===== config.mk =====
export PLATFORM = sky130hd
export DESIGN_NAME = rs_ecc_engine
export DESIGN_NICKNAME = d
export VERILOG_FILES = /design/src/rtl/rs_ecc_engine.sv
export SDC_FILE = /design/constraint.sdc
export NUM_CORES = 1
export LEC_CHECK = 0
export ABC_CLOCK_PERIOD_IN_PS = 3800
export CORE_MARGIN = 1.5
export CORE_UTILIZATION = 40
export CTS_CLUSTER_DIAMETER = 200
export DETAILED_ROUTE_END_ITERATION = 7
export PLACE_DENSITY = 0.64
export SYNTH_ARGS = -nofsm -noshare
export SYNTH_HDL_FRONTEND = slang
export SYNTH_SLANG_ARGS = --single-unit

===== constraint.sdc =====
create_clock -name clk -period 3.8 [get_ports clk]
set_input_delay 0.95 -clock clk [delete_from_list [all_inputs] [get_ports clk]]
set_output_delay 0.95 -clock clk [all_outputs]
set_load 0.01 [all_outputs]

===== src/rtl/rs_ecc_engine.sv =====
module rs_ecc_engine #(
  parameter int SECTOR_BYTES = 512,
  parameter logic [10:0] FIELD_POLY = 11'h409,
  parameter int ADDR_W = 5
) (
  input  logic              clk,
  input  logic              rst_n,
  input  logic              byte_valid,
  input  logic [7:0]        byte_data,
  input  logic              reg_we,
  input  logic [ADDR_W-1:0] reg_addr,
  input  logic [7:0]        reg_wdata,
  output logic [7:0]        reg_rdata
);
  localparam int SYM_W = 10;
  localparam int NPAR = 6;
  localparam int ECC_BYTES = 8;
  localparam int VEC_W = ECC_BYTES * 8;
  localparam int TOTAL = SECTOR_BYTES + ECC_BYTES;
  localparam int CNT_W = $clog2(TOTAL + 1);
  localparam logic [ADDR_W-1:0] A_CTL = 0;
  localparam logic [ADDR_W-1:0] A_STAT = 1;
  localparam logic [ADDR_W-1:0] A_PWIN = 8;
  localparam logic [ADDR_W-1:0] A_RWIN = 16;

  function automatic logic [SYM_W-1:0] gf_mul(input logic [SYM_W-1:0] a, input logic [SYM_W-1:0] b);
    logic [SYM_W-1:0] acc, x;
    acc = '0;
    x = a;
    for (int i = 0; i < SYM_W; i++) begin
      if (b[i]) acc ^= x;
      x = x[SYM_W-1] ? ({x[SYM_W-2:0], 1'b0} ^ FIELD_POLY[SYM_W-1:0]) : {x[SYM_W-2:0], 1'b0};
    end
    return acc;
  endfunction

  function automatic logic [NPAR*SYM_W-1:0] gen_poly();
    logic [SYM_W-1:0] c [NPAR+1];
    logic [SYM_W-1:0] root;
    logic [NPAR*SYM_W-1:0] packed_c;
    for (int j = 0; j <= NPAR; j++) c[j] = '0;
    c[0] = 1;
    root = 1;
    for (int i = 0; i < NPAR; i++) begin
      for (int j = NPAR; j >= 1; j--) c[j] = c[j-1] ^ gf_mul(c[j], root);
      c[0] = gf_mul(c[0], root);
      root = gf_mul(root, SYM_W'(2));
    end
    for (int j = 0; j < NPAR; j++) packed_c[j*SYM_W +: SYM_W] = c[j];
    return packed_c;
  endfunction

  function automatic logic [7:0] rev8(input logic [7:0] v);
    for (int i = 0; i < 8; i++) rev8[i] = v[7-i];
  endfunction

  localparam logic [NPAR*SYM_W-1:0] GEN = gen_poly();

  logic                            gen_q, feed_q;
  logic [CNT_W-1:0]                cnt_q;
  logic [NPAR-1:0][SYM_W-1:0]      par_q, par_nxt;
  logic [ECC_BYTES-1:0][7:0]       stored_q;
  logic [SYM_W-1:0]                fb;
  logic [VEC_W-1:0]                pvec, pinv, svec, rvec;
  logic                            ctl_wr, clr, take, in_data, err;
  logic [2:0]                      sidx;

  assign ctl_wr  = reg_we && reg_addr == A_CTL;
  assign clr     = ctl_wr && reg_wdata[7];
  assign in_data = cnt_q < CNT_W'(SECTOR_BYTES);
  assign take    = byte_valid && feed_q && !clr &&
                   (gen_q ? in_data : cnt_q < CNT_W'(TOTAL));
  assign sidx    = 3'(cnt_q - CNT_W'(SECTOR_BYTES));
  assign fb      = {2'b00, ~byte_data} ^ par_q[NPAR-1];

  assign par_nxt[0] = gf_mul(fb, GEN[0 +: SYM_W]);
  for (genvar j = 1; j < NPAR; j++) begin : g_stage
    assign par_nxt[j] = par_q[j-1] ^ gf_mul(fb, GEN[j*SYM_W +: SYM_W]);
  end

  for (genvar k = 0; k < NPAR; k++) begin : g_pack
    assign pvec[k*SYM_W +: SYM_W] = par_q[NPAR-1-k];
  end
  assign pvec[VEC_W-1:NPAR*SYM_W] = '0;
  assign pinv = ~pvec;

  for (genvar i = 0; i < ECC_BYTES; i++) begin : g_unpack
    assign svec[i*8 +: 8] = rev8(stored_q[i]);
  end
  assign rvec = {{(VEC_W-NPAR*SYM_W){1'b0}}, pvec[NPAR*SYM_W-1:0] ^ ~svec[NPAR*SYM_W-1:0]};
  assign err  = !gen_q && cnt_q == CNT_W'(TOTAL) && |rvec;

  always_ff @(posedge clk) begin
    if (!rst_n) begin
      gen_q  <= 1'b0;
      feed_q <= 1'b0;
    end else if (ctl_wr) begin
      gen_q  <= reg_wdata[6];
      feed_q <= reg_wdata[5];
    end
  end

  always_ff @(posedge clk) begin
    if (!rst_n || clr) begin
      cnt_q    <= '0;
      par_q    <= '0;
      stored_q <= '1;
    end else if (take) begin
      cnt_q <= cnt_q + 1'b1;
      if (in_data) par_q <= par_nxt;
      else stored_q[sidx] <= byte_data;
    end
  end

  always_comb begin
    reg_rdata = 8'h00;
    if (reg_addr == A_CTL) reg_rdata = {1'b0, gen_q, feed_q, 5'b0};
    else if (reg_addr == A_STAT) reg_rdata = {err, 7'b0};
    else if (reg_addr >= A_PWIN && reg_addr < A_PWIN + ADDR_W'(ECC_BYTES))
      reg_rdata = rev8(pinv[reg_addr[2:0]*8 +: 8]);
    else if (reg_addr >= A_RWIN && reg_addr < A_RWIN + ADDR_W'(ECC_BYTES))
      reg_rdata = rvec[reg_addr[2:0]*8 +: 8];
  end
endmodule



==> results.toml <==
[global_routing]
grt_remaining_overflow = 0
grt_pass1_vias = 6672
antenna_found_initial = 0
grt_start_max_net_pins = 54
gr-usage-all-layers = 0.276
grt_pass1_wl_um = 41100

[clock_network]
post_cts_buffers = 0
cts.sinks = 132
ctsRootBufferMaster = "clkbuf_16"
clockBufferDepth = 2
path_clk_slew_ns = 0.06
clk_latency_ns = 0.43
hold_buffers = 0
cts_tree = "yes"
cts_made_buffers = 17
cts_max_level = 4

[layout]
finalNetCount = 1011
multi_input_area_sq_mm = 0.00520
antenna_cells = 0
area_growth_pct = 23.6
fin_area_sq_mm = 0.00992
drive_above_1_share = 0.192
register_area_sq_mm = 0.00264
fill_cells = 1871
final_cells = 1263
utilization = 0.506

[die]
core_area_sq_mm = 0.0196
die_area_sq_mm = 0.0209
die_h_um = 145
start_util = 0.410
pin_count = 33
fp-row-count = 51
die_w_um = 145

[synthesis]
synth_compound_area_frac = 0.0873
synth_adder_area_share = 0.00156
synth_seq_cells = 132
yosysMostFrequentCell = "nand2_1"
ys_types = 47
synth_top_family_by_area = "XOR/XNOR gates"
ys.flop_type = "dfxtp_1"
synth_xor_area_frac = 0.267
synthesis.nets = 930
synth.area.mux_share = 0.109
synth_top_area_cell = "dfxtp_1"
seq_area_frac_synth = 0.329
ys_warn_count = 0
avgSynthCellArea_sq_um = 8.87
syn-cell-area_sq_mm = 0.00802
synth-edff-count = 0
ys_top_cells_by_area = "dfxtp_1 33%, xnor2_1 13%, xor2_1 9.6%, nand2_1 6.6%, mux4_2 5.6%"
synth_top_area_frac = 0.329
synthSimpleGateAreaFrac = 0.175
async_flop_share = 0
synthCells = 904
synthTopCellsByCount = "141 x nand2_1, 132 x dfxtp_1, 116 x xnor2_1"

[critical_path]
cp_slowest_stage_delay_ns = 0.49
path_cells = "clkdlybuf4s50_1 > nor3_1 > and2_1 > nor4_1 > and4b_2 > o41ai_2 > a31oi_1 > buf_2"
crit_type = "in -> out"
end_kind = "primary output"
startpoint = "reg_addr[2]"
required_ns = 2.85
r2r_setup_slack_ns = 1.11
cp.arrival_ns = 2.85
start_kind = "input pin"
cp_max_fo = 2
r2r-start = "cnt_q[6]"
crit_slowest_cell = "clkdlybuf4s50_1"

[place]
placed_area_sq_mm = 0.00918
io_buffers = 27
gp_congestion = 0.988
pre_cts_ws_ns = -0.624
place_hpwl_um = 20700
placedCellCount = 1230

[drt]
vias = 7051
antenna_left = 0
drc = 0
dr.pass1.iters = 5
wl_um = 27200
routed_via_density = 5.58
avgRoutedWirePerCell_um = 21.6
drtIter0Drc = 680

[worst_hold_path]
min_from = "stored_q[11]"
worstHoldPathType = "reg -> reg"

[status]
violations = "negative setup slack"
status = "finished with violations"

[timing]
relSlewSlack = 0.434
timing.final.crit_period_ns = 3.80
rsz0062_at_grt = "yes"
fmax_mhz = 263
clock_skew_ns = 0.00831
final-setup-viol-count = 1
whs_ns = 0.489
worst_slew_pin_slew_ns = 0.843
fin_ws_ns = -0.000669
timing.final.crit_share = 1.00
fin_setup_tns_ns = -0.000669
final-max-slew-violation-count = 0
hold_violations = 0

[power_and_ir_drop]
power_density_mw_per_mm2 = 391
power_mw = 3.88
leakage_nw = 4.05
vdd_drop_max_uv = 234

[flow_run]
maxCapViolations = 0
-- cell families (layout without fill, tap and decap cells) --
kind of cell / Yosys count / count (layout)
AO/OA/AOI/OAI: 114 / 114
XOR/XNOR: 222 / 222
adder cells (fa/ha/maj): 1 / 1
buffers and inverters: 62 / 156
flip-flops: 132 / 132
multiplexers: 62 / 62
AND/OR/NAND/NOR: 311 / 311
-- routing by layer --
layer	GRT usage	routed length (um)	vias up
met5	0	0	-
met4	0.132	1260	0
met3	0.0513	1910	64
met2	0.431	12200	325
met1	0.367	11900	3394
li1	-	-	3268
-- registers in the layout, indices dropped and copies added, names as in the netlist --
name,cells
cnt_q,10
feed_q,1
gen_q,1
par_q,60
stored_q,60
-- critical path: cells and delay by family --
kind                   cells  cell delay, ns
buffers and inverters      2            0.65
AOI/OAI and AO/OA          2            0.20
and+or+nand+nor            4            1.05
-- cell usage in the layout, fill, tap and decap left out, types with 5 or more instances in the layout --
master           Yosys  routed
o21ai_0             19      19
nor2_1              54      52
nand4_1              9       9
clkbuf_16            0      17
buf_4                0      86
nand2_1            141     140
dfxtp_1            132     131
clkdlybuf4s50_1      0      17
xor2_1              88      87
a31oi_1              6       6
bufinv_16            0       6
mux2i_1             36      36
o22ai_1             12      10
mux2_2               6       6
a21oi_1             41      41
buf_12               0       6
nor2b_1              5       5
nand3_1             70      70
a211oi_1            24      23
mux4_2              20      20
xnor2_1            116     115
xnor2_2              8       9
-- report_power, final --
part	internal [mW]	switching, mW
combinational	0.254	0.306
clock	1.27	0.664
sequential	1.39	0.00501
-- final cells by class --
type / instances / area share
multi-input combinational: 710 / 0.525
timing repair buffer: 120 / 0.105
sequential: 132 / 0.267
clock inverter: 12 / 0.0228
inverter: 4 / 0.00151
tap: 265 / 0.0334
clock buffer: 20 / 0.0460
-- final timing paths --
path / to / depth (start not counted)
min reg2reg: stored_q[11] / 2
max reg2reg: stored_q[62] / 6
max: reg_rdata[7] / 8
min: stored_q[11] / 2
-- repair_timing --
action | in CTS | in global routing
resized for setup | 34 | 5
endpoints found under the setup margin | 8 | 6
pin swaps | 3 | 1
gates cloned | 1 | 0
Note: power is estimated with default switching activity, not from simulation.
